$ cat src/rtl/cid_arb_pkg.sv
// Package: shared state codes and command indices for the identifier
// arbitration transmitter.
package cid_arb_pkg;

    typedef enum logic [2:0] {
        ST_IDLE   = 3'd0,
        ST_READY  = 3'd1,
        ST_IDENT  = 3'd2,
        ST_STBY   = 3'd3,
        ST_INACT  = 3'd4
    } card_state_e;

    localparam int CMD_IDX_W = 6;

    localparam logic [CMD_IDX_W-1:0] CMD_OP_COND  = 6'd1;
    localparam logic [CMD_IDX_W-1:0] CMD_SEND_ID  = 6'd2;
    localparam logic [CMD_IDX_W-1:0] CMD_SET_ADDR = 6'd3;

endpackage

$ cat src/rtl/cid_shift_arb.sv
// Module: cid_shift_arb
// Loads the identifier on start and sends it MSB first, one bit per clock.
// For a 0 bit it pulls the line low; for a 1 bit it releases the line.
// At each edge it compares its own bit with the sampled line level.
// A released bit that reads low is a lost contest, and sending stops.
// Assumes: start is only given while idle; id_value is stable while busy.
module cid_shift_arb #(
    parameter int ID_W = 128
) (
    input  logic            clk,
    input  logic            rst_n,
    input  logic            start,
    input  logic [ID_W-1:0] id_value,
    input  logic            line_in,
    output logic            drive_low,
    output logic            busy,
    output logic            won,
    output logic            lost
);
    localparam int CNT_W = (ID_W > 1) ? $clog2(ID_W) : 1;
    localparam logic [CNT_W-1:0] LAST_IDX = CNT_W'(ID_W - 1);

    logic [ID_W-1:0]  shreg;
    logic [CNT_W-1:0] bits_left;
    logic             cur_bit;

    // Bit currently on the line, and the arbitration outcome for this bit
    always_comb begin
        cur_bit   = shreg[ID_W-1];
        drive_low = busy & ~cur_bit;
        lost      = busy & cur_bit & ~line_in;
        won       = busy & ~lost & (bits_left == '0);
    end

    // Shift register, bit counter and busy flag
    always_ff @(posedge clk) begin
        if (!rst_n) begin
            shreg     <= '0;
            bits_left <= '0;
            busy      <= 1'b0;
        end else if (!busy) begin
            if (start) begin
                shreg     <= id_value;
                bits_left <= LAST_IDX;
                busy      <= 1'b1;
            end
        end else if (lost || bits_left == '0) begin
            busy <= 1'b0;
        end else begin
            shreg     <= shreg << 1;
            bits_left <= bits_left - 1'b1;
        end
    end

    // a lost bit ends transmission at the next edge
    assert_lost_releases_R5: assert property (@(posedge clk) disable iff (!rst_n)
        lost |=> (!busy && !drive_low));

    // an uncontested middle bit advances by exactly one position
    assert_bit_advance_R4: assert property (@(posedge clk) disable iff (!rst_n)
        (busy && !lost && bits_left != '0) |=> (busy && bits_left == $past(bits_left) - 1'b1));

    // a start strobe loads the full bit count
    assert_start_loads_R4: assert property (@(posedge clk) disable iff (!rst_n)
        (start && !busy) |=> (busy && bits_left == LAST_IDX));

endmodule

$ cat src/rtl/cid_card_fsm.sv
// Module: cid_card_fsm
// The card identification state machine and the address register.
// Decoded commands move the card idle -> ready -> identified -> stand-by.
// An incompatible operating-conditions command parks the card in inactive.
// Commands are ignored while a transmission is in progress.
// Assumes: cmd_valid is a single-cycle strobe.
module cid_card_fsm
    import cid_arb_pkg::*;
#(
    parameter int                 ARG_W     = 32,
    parameter int                 ADDR_W    = 16,
    parameter logic [ARG_W-1:0]   VOLT_MASK = 32'h00FF_8000
) (
    input  logic                 clk,
    input  logic                 rst_n,
    input  logic                 cmd_valid,
    input  logic [CMD_IDX_W-1:0] cmd_index,
    input  logic [ARG_W-1:0]     cmd_arg,
    input  logic                 tx_busy,
    input  logic                 tx_won,
    output logic                 tx_start,
    output card_state_e          state,
    output logic [ADDR_W-1:0]    addr
);
    logic              accept;
    logic              volt_ok;
    logic [ADDR_W-1:0] arg_addr;

    // Command acceptance, voltage-window match and address field extraction
    always_comb begin
        accept   = cmd_valid & ~tx_busy;
        volt_ok  = |(cmd_arg & VOLT_MASK);
        arg_addr = cmd_arg[ARG_W-1 -: ADDR_W];
        tx_start = accept && (cmd_index == CMD_SEND_ID) && (state == ST_READY);
    end

    // State transitions and address capture
    always_ff @(posedge clk) begin
        if (!rst_n) begin
            state <= ST_IDLE;
            addr  <= '0;
        end else if (tx_busy) begin
            if (tx_won) state <= ST_IDENT;
        end else if (accept) begin
            unique case (state)
                ST_IDLE: begin
                    if (cmd_index == CMD_OP_COND)
                        state <= volt_ok ? ST_READY : ST_INACT;
                end
                ST_IDENT: begin
                    if (cmd_index == CMD_SET_ADDR) begin
                        addr  <= arg_addr;
                        state <= ST_STBY;
                    end
                end
                default: ;
            endcase
        end
    end

    // inactive is permanent until reset
    assert_inactive_sticky_R3: assert property (@(posedge clk) disable iff (!rst_n)
        (state == ST_INACT) |=> (state == ST_INACT));

    // stand-by is permanent and keeps its address
    assert_standby_sticky_R8: assert property (@(posedge clk) disable iff (!rst_n)
        (state == ST_STBY) |=> (state == ST_STBY && $stable(addr)));

    // an address command in identified captures the upper argument bits
    assert_addr_capture_R7: assert property (@(posedge clk) disable iff (!rst_n)
        (cmd_valid && !tx_busy && cmd_index == CMD_SET_ADDR && state == ST_IDENT)
        |=> (state == ST_STBY && addr == $past(cmd_arg[ARG_W-1 -: ADDR_W])));

    // a strobe during transmission leaves the address untouched
    assert_busy_ignores_R10: assert property (@(posedge clk) disable iff (!rst_n)
        (cmd_valid && tx_busy) |=> $stable(addr));

endmodule

$ cat src/rtl/cid_arb_card.sv
// Module: cid_arb_card (top)
// Card-side participant in open-drain identifier arbitration. It joins the
// state machine to the bit-serial transmitter and selects the output mode.
// Assumes: line_in is the wired-AND of all drivers on the shared line.
module cid_arb_card
    import cid_arb_pkg::*;
#(
    parameter int               ID_W      = 128,
    parameter int               ARG_W     = 32,
    parameter int               ADDR_W    = 16,
    parameter logic [ARG_W-1:0] VOLT_MASK = 32'h00FF_8000
) (
    input  logic                 clk,
    input  logic                 rst_n,
    input  logic                 cmd_valid,
    input  logic [CMD_IDX_W-1:0] cmd_index,
    input  logic [ARG_W-1:0]     cmd_arg,
    input  logic [ID_W-1:0]      card_id,
    input  logic                 line_in,
    output logic                 drive_low,
    output logic                 push_pull_en,
    output logic [2:0]           card_state,
    output logic [ADDR_W-1:0]    card_addr
);
    logic        tx_start;
    logic        tx_busy;
    logic        tx_won;
    logic        tx_lost;
    card_state_e state;

    cid_card_fsm #(
        .ARG_W     (ARG_W),
        .ADDR_W    (ADDR_W),
        .VOLT_MASK (VOLT_MASK)
    ) u_fsm (
        .clk       (clk),
        .rst_n     (rst_n),
        .cmd_valid (cmd_valid),
        .cmd_index (cmd_index),
        .cmd_arg   (cmd_arg),
        .tx_busy   (tx_busy),
        .tx_won    (tx_won),
        .tx_start  (tx_start),
        .state     (state),
        .addr      (card_addr)
    );

    cid_shift_arb #(
        .ID_W (ID_W)
    ) u_shift (
        .clk       (clk),
        .rst_n     (rst_n),
        .start     (tx_start),
        .id_value  (card_id),
        .line_in   (line_in),
        .drive_low (drive_low),
        .busy      (tx_busy),
        .won       (tx_won),
        .lost      (tx_lost)
    );

    // Output mode and state code presented at the ports
    always_comb begin
        push_pull_en = (state == ST_STBY);
        card_state   = state;
    end

    // the line is only pulled while the card is ready
    assert_pull_only_ready_R4: assert property (@(posedge clk) disable iff (!rst_n)
        drive_low |-> (state == ST_READY));

    // a completed identifier makes the card identified and releases the line
    assert_win_ident_R6: assert property (@(posedge clk) disable iff (!rst_n)
        tx_won |=> (state == ST_IDENT && !drive_low));

    // a lost contest keeps the card ready
    assert_lost_ready_R5: assert property (@(posedge clk) disable iff (!rst_n)
        tx_lost |=> (state == ST_READY));

    // push-pull mode never coincides with an arbitration pull
    assert_pushpull_quiet_R8: assert property (@(posedge clk) disable iff (!rst_n)
        push_pull_en |-> !drive_low);

endmodule

$ cat config.mk
export PLATFORM = sky130hd
export DESIGN_NAME = cid_arb_card
export DESIGN_NICKNAME = d
export VERILOG_FILES = /design/src/rtl/cid_arb_pkg.sv /design/src/rtl/cid_shift_arb.sv /design/src/rtl/cid_card_fsm.sv /design/src/rtl/cid_arb_card.sv
export SDC_FILE = /design/constraint.sdc
export NUM_CORES = 1
export LEC_CHECK = 0
export ABC_AREA = 1
export BUFFER_PORTS_ARGS = -buffer_cell sky130_fd_sc_hd__buf_4
export CORE_UTILIZATION = 40
export DETAILED_ROUTE_END_ITERATION = 12
export GPL_ROUTABILITY_DRIVEN = 0
export PLACE_DENSITY_LB_ADDON = 0.12
export SLEW_MARGIN = 25
export SYNTH_ARGS = -nofsm -noshare
export SYNTH_HDL_FRONTEND = slang
export SYNTH_HIERARCHICAL = 1
export SYNTH_SLANG_ARGS = --single-unit
$ cat constraint.sdc
create_clock -name clk -period 2.2 [get_ports clk]
set_clock_uncertainty 0.15 [all_clocks]
set_input_delay 0.66 -clock clk [delete_from_list [all_inputs] [get_ports clk]]
set_output_delay 0.66 -clock clk [all_outputs]
set_load 0.02 [all_outputs]
After elaboration in Yosys (flattened, before gate mapping)
Cells that the tools add are included.
W data, S select, Z words.

storage, ports and cells
  bits in registers = 155
  output and inout port bits = 21
  logic and storage cells = 54

operators by class
  add/sub/neg operators = 1
  equal/unequal tests = 10
  multiplexer cells = 16
  bitwise operators = 10
  reductions and logical operators = 12

operators with widths
  operator               number
  $mux W128              3
  $mux W7                3
  $mux W3                6
  $eq A6 B2 Y1 const B   2
  $reduce_or A9 Y1       1
  $logic_not A7 Y1       1
  $sub A7 B1 Y7 const B  1
  $and A1 B1 Y1          6
  $eq A3 B2 Y1 const B   2
  $eq A6 B1 Y1 const B   1
  $ne A3 B1 Y1 const B   2
  $pmux W3 S2            1
  $reduce_and A5 Y1      1
  $ne A2 B2 Y1 const B   2
  $not A1 Y1             4
  $reduce_and A4 Y1      1
  $reduce_bool A2 Y1     2
  $eq A3 B1 Y1 const B   1
  $logic_not A3 Y1       1
  $mux W1                3
  $reduce_bool A3 Y1     1
  $logic_and A1 B1 Y1    2
  $reduce_and A2 Y1      1
  $logic_or A1 B1 Y1     1

Longest topological paths before layout
Gate-level depths: netlist of run 1.

  word-level depth = 7
  gate-level depth with buffers = 12
  depth with buffers taken out = 11

Cells and area by module
Netlist of run 1, hierarchy kept.

by module, submodules not included
  module         instances  cells an instance  area each (µm²)  seq. area each (µm²)
  cid_shift_arb  1          632                6597.6           2722.6
  cid_card_fsm   1          124                933.4            380.4
  cid_arb_card   1          2                  10.0             0.0

Worst setup path before layout of run 1
No wires, ideal clock.

  kind = in2reg
  from = input port cmd_valid
  to = register u_shift.shreg[81]
  arrival = 1.914 ns
  data required time = 1.983 ns
  setup slack = 0.069 ns
  cell stages on the path = 10
  cell sequence = inv_1 -> nor2_1 -> nand3_1 -> nor3_1 -> nand2_2 -> nand2_8 -> nand2_2 -> buf_4 -> buf_4 -> o21ai_2

between the ends
  word-level cells in the longest chain between the ends = 5

RTL lines
  element                            line                 text
  start, declared                    cid_arb_card.sv:15   input logic cmd_valid,
  $and A1 B1 Y1                      cid_card_fsm.sv:31   accept = cmd_valid & ~tx_busy;
  $logic_and A1 B1 Y1 (2 in series)  cid_card_fsm.sv:34   tx_start = accept && (cmd_index == CMD_SEND_ID) && (state == ST_READY);
  net tx_start                       cid_arb_card.sv:25   logic tx_start;
  $reduce_bool A2 Y1 (no line)       --
  $reduce_and A2 Y1 (no line)        --
  end signal, assigned               cid_shift_arb.sv:43  shreg <= id_value;
  end signal, assigned               cid_shift_arb.sv:50  shreg <= shreg << 1;
  end, declared                      cid_shift_arb.sv:23  logic [ID_W-1:0] shreg;

The timed path passes the listed nets, and every way through them passes these cells.
A chain may end at the register's enable or synchronous reset.

Final worst setup path of run 1
  from = register u_shift.bits_left[0]
  to = register u_shift.shreg[127]

between the ends
  word-level cells in the longest chain between the ends = 4

RTL lines
  element                      line                 text
  start, declared              cid_shift_arb.sv:24  logic [CNT_W-1:0] bits_left;
  start signal, assigned       cid_shift_arb.sv:51  bits_left <= bits_left - 1'b1;
  $logic_not A7 Y1             cid_shift_arb.sv:47  end else if (lost || bits_left == '0) begin
  $logic_or A1 B1 Y1           cid_shift_arb.sv:47
  $ne A2 B2 Y1 (no line)       --
  $reduce_and A2 Y1 (no line)  --

Every way passes these cells.

==> results of run 1 <==
[cell type report]
cell class | instances | area share, %
sequential | 155 | 32.2
clock inverter | 15 | 1.83
timing repair buffer | 201 | 17.6
tap | 229 | 2.97
clock buffer | 17 | 4.41
multi-input combinational | 521 | 39.6
inverter | 35 | 1.39
[worst max-delay path, stage by stage (launching register included)]
cell and delay [ns]:
dfxtp_1 0.31, inv_1 0.19, ha_1 0.19, inv_1 0.04
nor2_1 0.10, nand3_2 0.11, nand2_4 0.14, nand2_8 0.09
nor2_8 0.17, buf_12 0.14, buf_4 0.21, nand2_1 0.06
o21ai_1 0.06
[cells in the final DEF (no fill, tap or decap)]
cell type	instances
nand2_4	1
bufinv_16	2
nand2_2	102
inv_2	1
clkbuf_16	17
ha_1	2
nor2_4	2
o21ai_0	15
nor2_2	6
inv_1	33
nand3_1	23
nand3b_1	2
mux2i_1	127
nor2_1	15
nand4_1	2
nand2_1	57
clkinv_2	1
or2_2	1
o21ai_2	101
clkinv_4	2
nor3_4	2
inv_6	6
dfxtp_1	154
dfxtp_4	1
nor3_1	3
a21oi_1	15
clkinvlp_4	1
nor2_8	1
nand2_8	2
inv_4	1
nand3_2	2
buf_12	15
buf_4	186
o21ai_1	30
inv_8	3
a21oi_2	10
[final timing paths]
kind | start | end | cells after the start
hold / removal | u_shift/shreg[114] | u_shift/shreg[114] | 2
setup / recovery | u_shift/bits_left[0] | u_shift/shreg[127] | 12
hold reg to reg | u_shift/shreg[114] | u_shift/shreg[114] | 2
setup reg to reg | u_shift/bits_left[0] | u_shift/shreg[127] | 12
[per-layer routing]
metal	wire length, um	share of wire [%]	GRT usage (%)
met1	7440	46	21.4
met2	7900	48	29.3
met3	818	5.0	3.37
met4	178	1.1	5.96
met5	0	0	0
[metrics by stage]
step / cells / hold slack, ns
2_1_floorplan: 757 / 0.278
3_3_place_gp: 1138 / 0.290
3_5_place_dp: 1138 / 0.297
4_1_cts: 1170 / 0.310
5_1_grt: 1173 / 0.322
6_report: 1173 / 0.308
[flip-flops by register name, indices dropped and copies added (netlist names)]
| signal | cells |
|---|---|
| u_fsm/addr | 16 |
| u_fsm/state | 3 |
| u_shift/bits_left | 7 |
| u_shift/busy | 1 |
| u_shift/shreg | 128 |
[power by group]
group	total, W	switching [W]	internal, W
Sequential	0.00282	0.0000100	0.00281
Clock	0.00299	0.00127	0.00172
Combinational	0.000498	0.000219	0.000279
Total	0.00631	0.00150	0.00481
[what timing repair did]
action | in CTS | in global routing
hold buffers | 0 | 0
setup endpoints to repair | 0 | 48
buffers inserted | 0 | 3
==> impl_metrics.yaml, run 1 <==
layout:
  final_util_pct: 53.0
  final_nets: 1103
  regArea_mm2: 0.00311
  drive_above_1_share_pct: 49.4
  multi_input_area_mm2: 0.00382
  diodes: 0
  fin_area_mm2: 0.00965
  area_growth_pct: 28.1
  fillers: 1678
placement:
  port_buffers: 175
  place_hpwl_mm: 11.5
  placed_area_mm2: 0.00900
  place_ws_ns: -0.0290
global_route:
  grtUsageTotal_pct: 17.1
  grt_antenna_before_repair: 0
  grt_overflow: 0
  grt_max_degree: 135
  grt_pass1_wl_mm: 27.2
  grt_pass1_vias: 5789
setup_path:
  critPathRequiredTime_ns: 2.40
  r2r_slack_ns: 0.16
  start_kind: "register"
  critPathArrivalTime_ns: 2.24
  cp_max_fo: 11
  cp-end-kind: "register"
  worst-setup-path-type: "register to register"
floorplan:
  die_h_um: 139
  coreArea_mm2: 0.0182
  floorplan.initialDensity_pct: 41.4
  die-area_mm2: 0.0194
  rows: 49
  top_level_ports: 191
  chipWidth_um: 139
timing:
  period_minus_slack_ns: 2.04
  slew_violations: 0
  relSlewSlack_pct: 38.8
  setup_viol: 0
  finalCritPeriodShare_pct: 92.8
  finalHoldViolCount: 0
  layout_setup_ws_ns: 0.158
  tns_ns: 0
  fmax_mhz: 490
  worst_pin_slew_ns: 0.918
  rsz0062_at_grt: "no"
yosys:
  yosysWarnings: 6
  postSynthAreaPerCell_um2: 9.96
  synthCells: 757
  synth_area_mm2: 0.00754
  synth_nets: 929
outcome:
  violations: "design-rule violations"
  status: "finished, violations left"
detailed_routing:
  drt_iter0_drc: 275
  wl_per_cell_um: 13.9
  route.vias.total: 5743
  drc: 12
  drt-total-wl_mm: 16.3
  via_per_inst: 4.90
  first_pass_iters: 10
  final_antenna_net_count: 0
pwr:
  p_per_area_mw_per_mm2: 654
  ir_worst_vdd_mv: 0.498
  report.power.total_w: 0.00631
  power_leakage_nw: 3.82
cts:
  worstSkewPairLatency_ns: 0.42
  root_buffer: "clkbuf_16"
  path_clk_slew_ns: 0.07
  cts_made_buffers: 17
  cts_sinks: 155
  clockBufferDepth: 2
  ctsResizeCount: 0
  htree_levels: 4
  cts_tree: "done"
hold_path:
  min_path_type: "register to register"
run:
  drv_cap: 0
Note: power is estimated with default switching activity, not from simulation.
==> run 2: changes to the inputs <==
- SYNTH_HIERARCHICAL: 1 -> default
==> run 2 against run 1 <==
Combinational power up 9.4%. Critical path type is now register to output port. Clock-buffer cell count up 1. Worst hold slack worse by 0.0042 ns. Clock power down 4%. The run now ends clean. Synthesized area down 5.7%. Setup slack worse by 0.072 ns. Die area down 5.6%. Largest power group unchanged. Critical endpoint is now drive_low. Utilization down 0.15 points. Via count up 15%. Critical path depth down 8.
==> impl_metrics.yaml, run 2 <==
outcome:
  status: "complete, no violations"
global_route:
  met2_usage_pct: 31.6
  grtUsageTotal_pct: 19.3
  grtUsageMet1_pct: 24.0
  grt_antenna_before_repair: 0
  grt_overflow: 0
  grt_busiest_layer: "met2"
  grt_pass1_wl_mm: 28.6
  use_met3_pct: 5.72
  grt_pass1_vias: 6169
  grt_max_degree: 103
cts:
  ctsResizeCount: 1
  clockBufferDepth: 2
  worstSkewPairLatency_ns: 0.41
  postCtsHoldBufs: 0
  root_buffer: "clkbuf_16"
  cts_made_buffers: 17
  path_clk_slew_ns: 0.06
  cts_setup_buffers: 0
  htree_levels: 4
  cts_sinks: 155
  cts_tree: "done"
setup_path:
  cp_cell_sequence: "inv_2 -> buf_6 -> nor2_1 -> buf_4"
  start_kind: "register"
  worst-setup-path-type: "register to output port"
  reg2reg_depth: 9
  cp_max_fo: 31
  crit_path_max_incr_delay_ns: 0.36
  critPathArrivalTime_ns: 1.30
  r2r_end: "u_shift.shreg[71]"
  cp_top_family: "buffers and inverters"
  cp-end-kind: "output port"
  critPathRequiredTime_ns: 1.39
  rr_startpoint: "u_shift.bits_left[0]"
  crit_slowest_cell: "dfxtp_4"
  r2r_slack_ns: 0.22
  path_buf_inv: 3
yosys:
  synth_ff_type: "dfxtp_1"
  synth_nets: 1159
  yosysWarnings: 0
  synth_area_mm2: 0.00711
  yosysMostFrequentCell: "nand2_1"
  synth.area.top_cells: "dfxtp_1, nand2_1, mux2i_1, a21oi_1, nand3_1"
  synth_area_leader_cell: "dfxtp_1"
  synth_common_cells: "nand2_1, dfxtp_1, a21oi_1"
  synth_seq_area_share_pct: 43.7
  async_reset_ff_share_pct: 0
  synth_edf_count: 0
  postSynthAreaPerCell_um2: 7.19
  yosys.cell_types.count: 27
  synth.ff_latch_count: 155
  synthCells: 988
  synth_top_area_share_pct: 43.7
placement:
  port_buffers: 175
  place_ws_ns: 0.0262
  place_hpwl_mm: 10.8
  dpl.cell_count: 1336
hold_path:
  hold_start: "u_shift.shreg[0]"
  hold_depth: 2
  min_path_type: "register to register"
  whs_endpoint: "u_shift.shreg[0]"
floorplan:
  chipWidth_um: 135
  die-area_mm2: 0.0183
  die_h_um: 135
  top_level_ports: 191
  floorplan.initialDensity_pct: 41.1
  rows: 48
  coreArea_mm2: 0.0173
layout:
  area_growth_pct: 28.6
  largest_register: "u_shift.shreg"
  final-instance-count-excl-fill: 1367
  regArea_mm2: 0.00311
  mostFrequentLayoutCell: "nand2_1"
  diodes: 0
  fillers: 1802
  largest_register_ffs: 128
  final_util_pct: 52.9
  drive_above_1_share_pct: 20.9
  final_nets: 1301
  reg_top3: "u_shift.shreg: 128 flops, u_fsm.addr: 16 flops, u_shift.bits_left: 7 flops"
  multi_input_area_mm2: 0.00350
  layout_common_cells: "nand2_1, buf_4, dfxtp_1, a21oi_1, nand3_1"
timing:
  slew_violations: 0
  worst_pin_slew_ns: 0.573
  relSlewSlack_pct: 61.8
  finalCritPeriodShare_pct: 96.1
  rsz0062_at_grt: "no"
  period_minus_slack_ns: 2.11
  finalHoldViolCount: 0
  layout_setup_ws_ns: 0.0852
  fmax_mhz: 473
  tns_ns: 0
  setup_viol: 0
detailed_routing:
  wl_per_cell_um: 12.6
  drt-total-wl_mm: 17.2
  drc: 0
  first_pass_iters: 4
  final_antenna_net_count: 0
  drt_iter0_drc: 254
  route.vias.total: 6585
  via_per_inst: 4.82
pwr:
  power_leakage_nw: 3.84
  ir_worst_vdd_mv: 0.489
  p_per_area_mw_per_mm2: 685
run:
  drv_cap: 0
run 2: per-layer routing:
metal / share of wire [%] / up-vias
li1: - / 3510
met1: 46 / 2934
met2: 46 / 126
met3: 6.6 / 15
met4: 1.3 / 0
met5: 0 / -
run 2: area by class of cell:
class                           instances  area share (%)
Tap cell                              225            3.08
Sequential cell                       155            34.0
Timing Repair Buffer                  194            16.9
Clock buffer                           18            4.80
Multi-Input combinational cell        730            38.3
Clock inverter                         13            1.55
Inverter                               32            1.31
run 2: report_power, final:
part	internal (W)	switching [W]
Combinational	0.000293	0.000252
Sequential	0.00282	0.0000167
Clock	0.00170	0.00118
Total	0.00481	0.00144
run 2: cell families (layout without fill, tap and decap cells):
logic type	count (synthesis)	count (layout)	synth area share (%)
adders and majority gates	1	1	0.176
buffers and inverters	103	257	7.04
and+or+nand+nor	502	502	28.8
muxes	59	59	8.31
AOI/OAI and AO/OA	168	168	12.0
DFF	155	155	43.7
run 2: tightest hold or removal path, cell delays in order, from the launching register on:
cell     delay [ns]
dfxtp_1        0.31
nand2_1        0.05
o21ai_1        0.05
run 2: how the worst max path moves through the flow:
stage	startpoint	cells after the start	slack, ns	endpoint
6_report	u_shift.busy	4	0.09	drive_low
5_1_grt	u_shift.busy	4	0.009	drive_low
4_1_cts	u_shift.busy	4	0.04	drive_low
3_5_place_dp	cmd_index[3]	7	0.03	u_shift.shreg[55]
3_3_place_gp	cmd_index[5]	7	0.05	u_shift.shreg[55]
2_1_floorplan	cmd_index[5]	5	0.37	u_fsm.addr[10]
run 2: stage by stage:
step / instance area (um^2) / hold slack (ns) / total power [W]
6_report: 9140 / 0.304 / 0.00626
5_1_grt: 9140 / 0.319 / 0.00654
4_1_cts: 9140 / 0.305 / 0.00636
3_5_place_dp: 8560 / 0.295 / 0.00345
3_3_place_gp: 8560 / 0.293 / 0.00345
2_1_floorplan: 7110 / 0.278 / 0.00316
==> run 3: changes to the inputs <==
- CORE_UTILIZATION: 40 -> 45
==> run 3 against run 2 <==
Via count about the same. Routed wire length decreased by 1.7%. Critical path depth unchanged. Clock-buffer cell count increased by 3. Cell area increased by 0.27%. Sequential power about the same. Setup slack got worse by 0.021 ns. Critical path type unchanged.
==> impl_metrics.yaml, run 3 (same netlist as run 2, synthesis figures left out) <==
global_route:
  grtUsageTotal_pct: 21.2
  grt_max_degree: 90
  grt_pass1_wl_mm: 28.1
  grt_antenna_before_repair: 0
  grt_overflow: 0
  grt_pass1_vias: 6070
pwr:
  ir_worst_vdd_mv: 0.491
  p_per_area_mw_per_mm2: 702
  power_leakage_nw: 3.88
detailed_routing:
  route.vias.total: 6583
  drc: 0
  final_antenna_net_count: 0
  drt-total-wl_mm: 16.9
  first_pass_iters: 5
  wl_per_cell_um: 12.5
  drt_iter0_drc: 346
  via_per_inst: 4.86
layout:
  fillers: 1503
  drive_above_1_share_pct: 21.0
  diodes: 0
  mostFrequentLayoutCell: "nand2_1"
  final_nets: 1302
  layout_common_cells: "nand2_1, buf_4, dfxtp_1, a21oi_1, nand3_1"
  area_growth_pct: 29.0
  final-instance-count-excl-fill: 1354
  largest_register: "u_shift.shreg"
  largest_register_ffs: 128
  reg_top3: "u_shift.shreg: 128 flops, u_fsm.addr: 16 flops, u_shift.bits_left: 7 flops"
cts:
  cts_sinks: 155
  root_buffer: "clkbuf_16"
  clockBufferDepth: 2
  cts_tree: "done"
  cts_made_buffers: 17
  htree_levels: 4
  postCtsHoldBufs: 0
  path_clk_slew_ns: 0.06
  worstSkewPairLatency_ns: 0.41
timing:
  tns_ns: 0
  finalHoldViolCount: 0
  worst_pin_slew_ns: 0.802
  layout_setup_ws_ns: 0.0642
  finalCritPeriodShare_pct: 97.1
  fmax_mhz: 468
  period_minus_slack_ns: 2.14
  setup_viol: 0
  rsz0062_at_grt: "no"
  hold_slack_ns: 0.306
  relSlewSlack_pct: 46.5
  slew_violations: 0
setup_path:
  path_buf_inv: 3
  cp-end-kind: "output port"
  crit_slowest_cell: "dfxtp_4"
  worst-setup-path-type: "register to output port"
  cp_max_fo: 47
  crit_path_max_incr_delay_ns: 0.36
  critPathRequiredTime_ns: 1.39
  cp_cell_sequence: "inv_2 -> buf_12 -> nor2_1 -> buf_4"
  cp_top_family: "buffers and inverters"
  start_kind: "register"
  critPathArrivalTime_ns: 1.33
run:
  drv_cap: 0
floorplan:
  coreArea_mm2: 0.0153
  floorplan.initialDensity_pct: 46.4
  die-area_mm2: 0.0163
  die_h_um: 128
  top_level_ports: 191
  rows: 45
  chipWidth_um: 128
placement:
  port_buffers: 175
  dpl.cell_count: 1322
  place_ws_ns: -0.0867
  place_hpwl_mm: 10.4
hold_path:
  min_path_type: "register to register"
outcome:
  status: "complete, no violations"
[run 3: area by class of cell]
| class | count | area (um^2) | area share (%) |
|---|---|---|---|
| Inverter | 32 | 120 | 1.31 |
| Timing Repair Buffer | 195 | 1550 | 16.9 |
| Clock buffer | 21 | 480 | 5.24 |
| Clock inverter | 10 | 139 | 1.52 |
| Tap cell | 211 | 264 | 2.88 |
| Sequential cell | 155 | 3110 | 33.9 |
| Multi-Input combinational cell | 730 | 3500 | 38.2 |
[run 3: path summary, 6_finish.rpt]
check             cells past startpoint                  to               start  slack [ns]
hold / removal                        2  u_shift.shreg[109]  u_shift.shreg[109]        0.31
setup / recovery                      4           drive_low        u_shift.busy        0.06
setup reg to reg                      7   u_shift.shreg[65]      u_fsm.state[2]        0.23
hold reg to reg                       2  u_shift.shreg[109]  u_shift.shreg[109]        0.31
[run 3: worst reg2reg max path: stages, from the launching register on]
cell,delay (ns)
dfxtp_1,0.35
inv_1,0.07
nand2_1,0.08
nor2_1,0.05
nand4_1,0.14
buf_4,0.65
nand3_1,0.20
a21oi_1,0.18
[run 3: timing repair]
action / in CTS / in global routing
pin swaps: 0 / 1
endpoints found under the setup margin: 1 / 15
buffers inserted: 0 / 1
gates resized for setup: 3 / 0
[run 3: power breakdown]
group | switching, W | internal [W] | total [W] | leakage, nW
clock network | 0.00114 | 0.00190 | 0.00304 | 0.305
registers | 0.0000112 | 0.00282 | 0.00283 | 1.25
logic | 0.000256 | 0.000299 | 0.000556 | 2.33
total | 0.00141 | 0.00502 | 0.00643 | 3.88
[run 3: through the flow]
step	util, %	power [W]	instance area (um^2)
floorplan	-	0.00316	7110
global placement	55.7	0.00345	8530
detailed placement	55.7	0.00345	8530
CTS	59.8	0.00649	9160
global route	59.9	0.00667	9170
finish	59.9	0.00643	9170
[run 3: layer usage]
layer	global-route usage, %	routed length (um)
met1	26.8	7790
met5	0	0
met2	35.3	7980
met4	6.99	219
met3	5.34	870
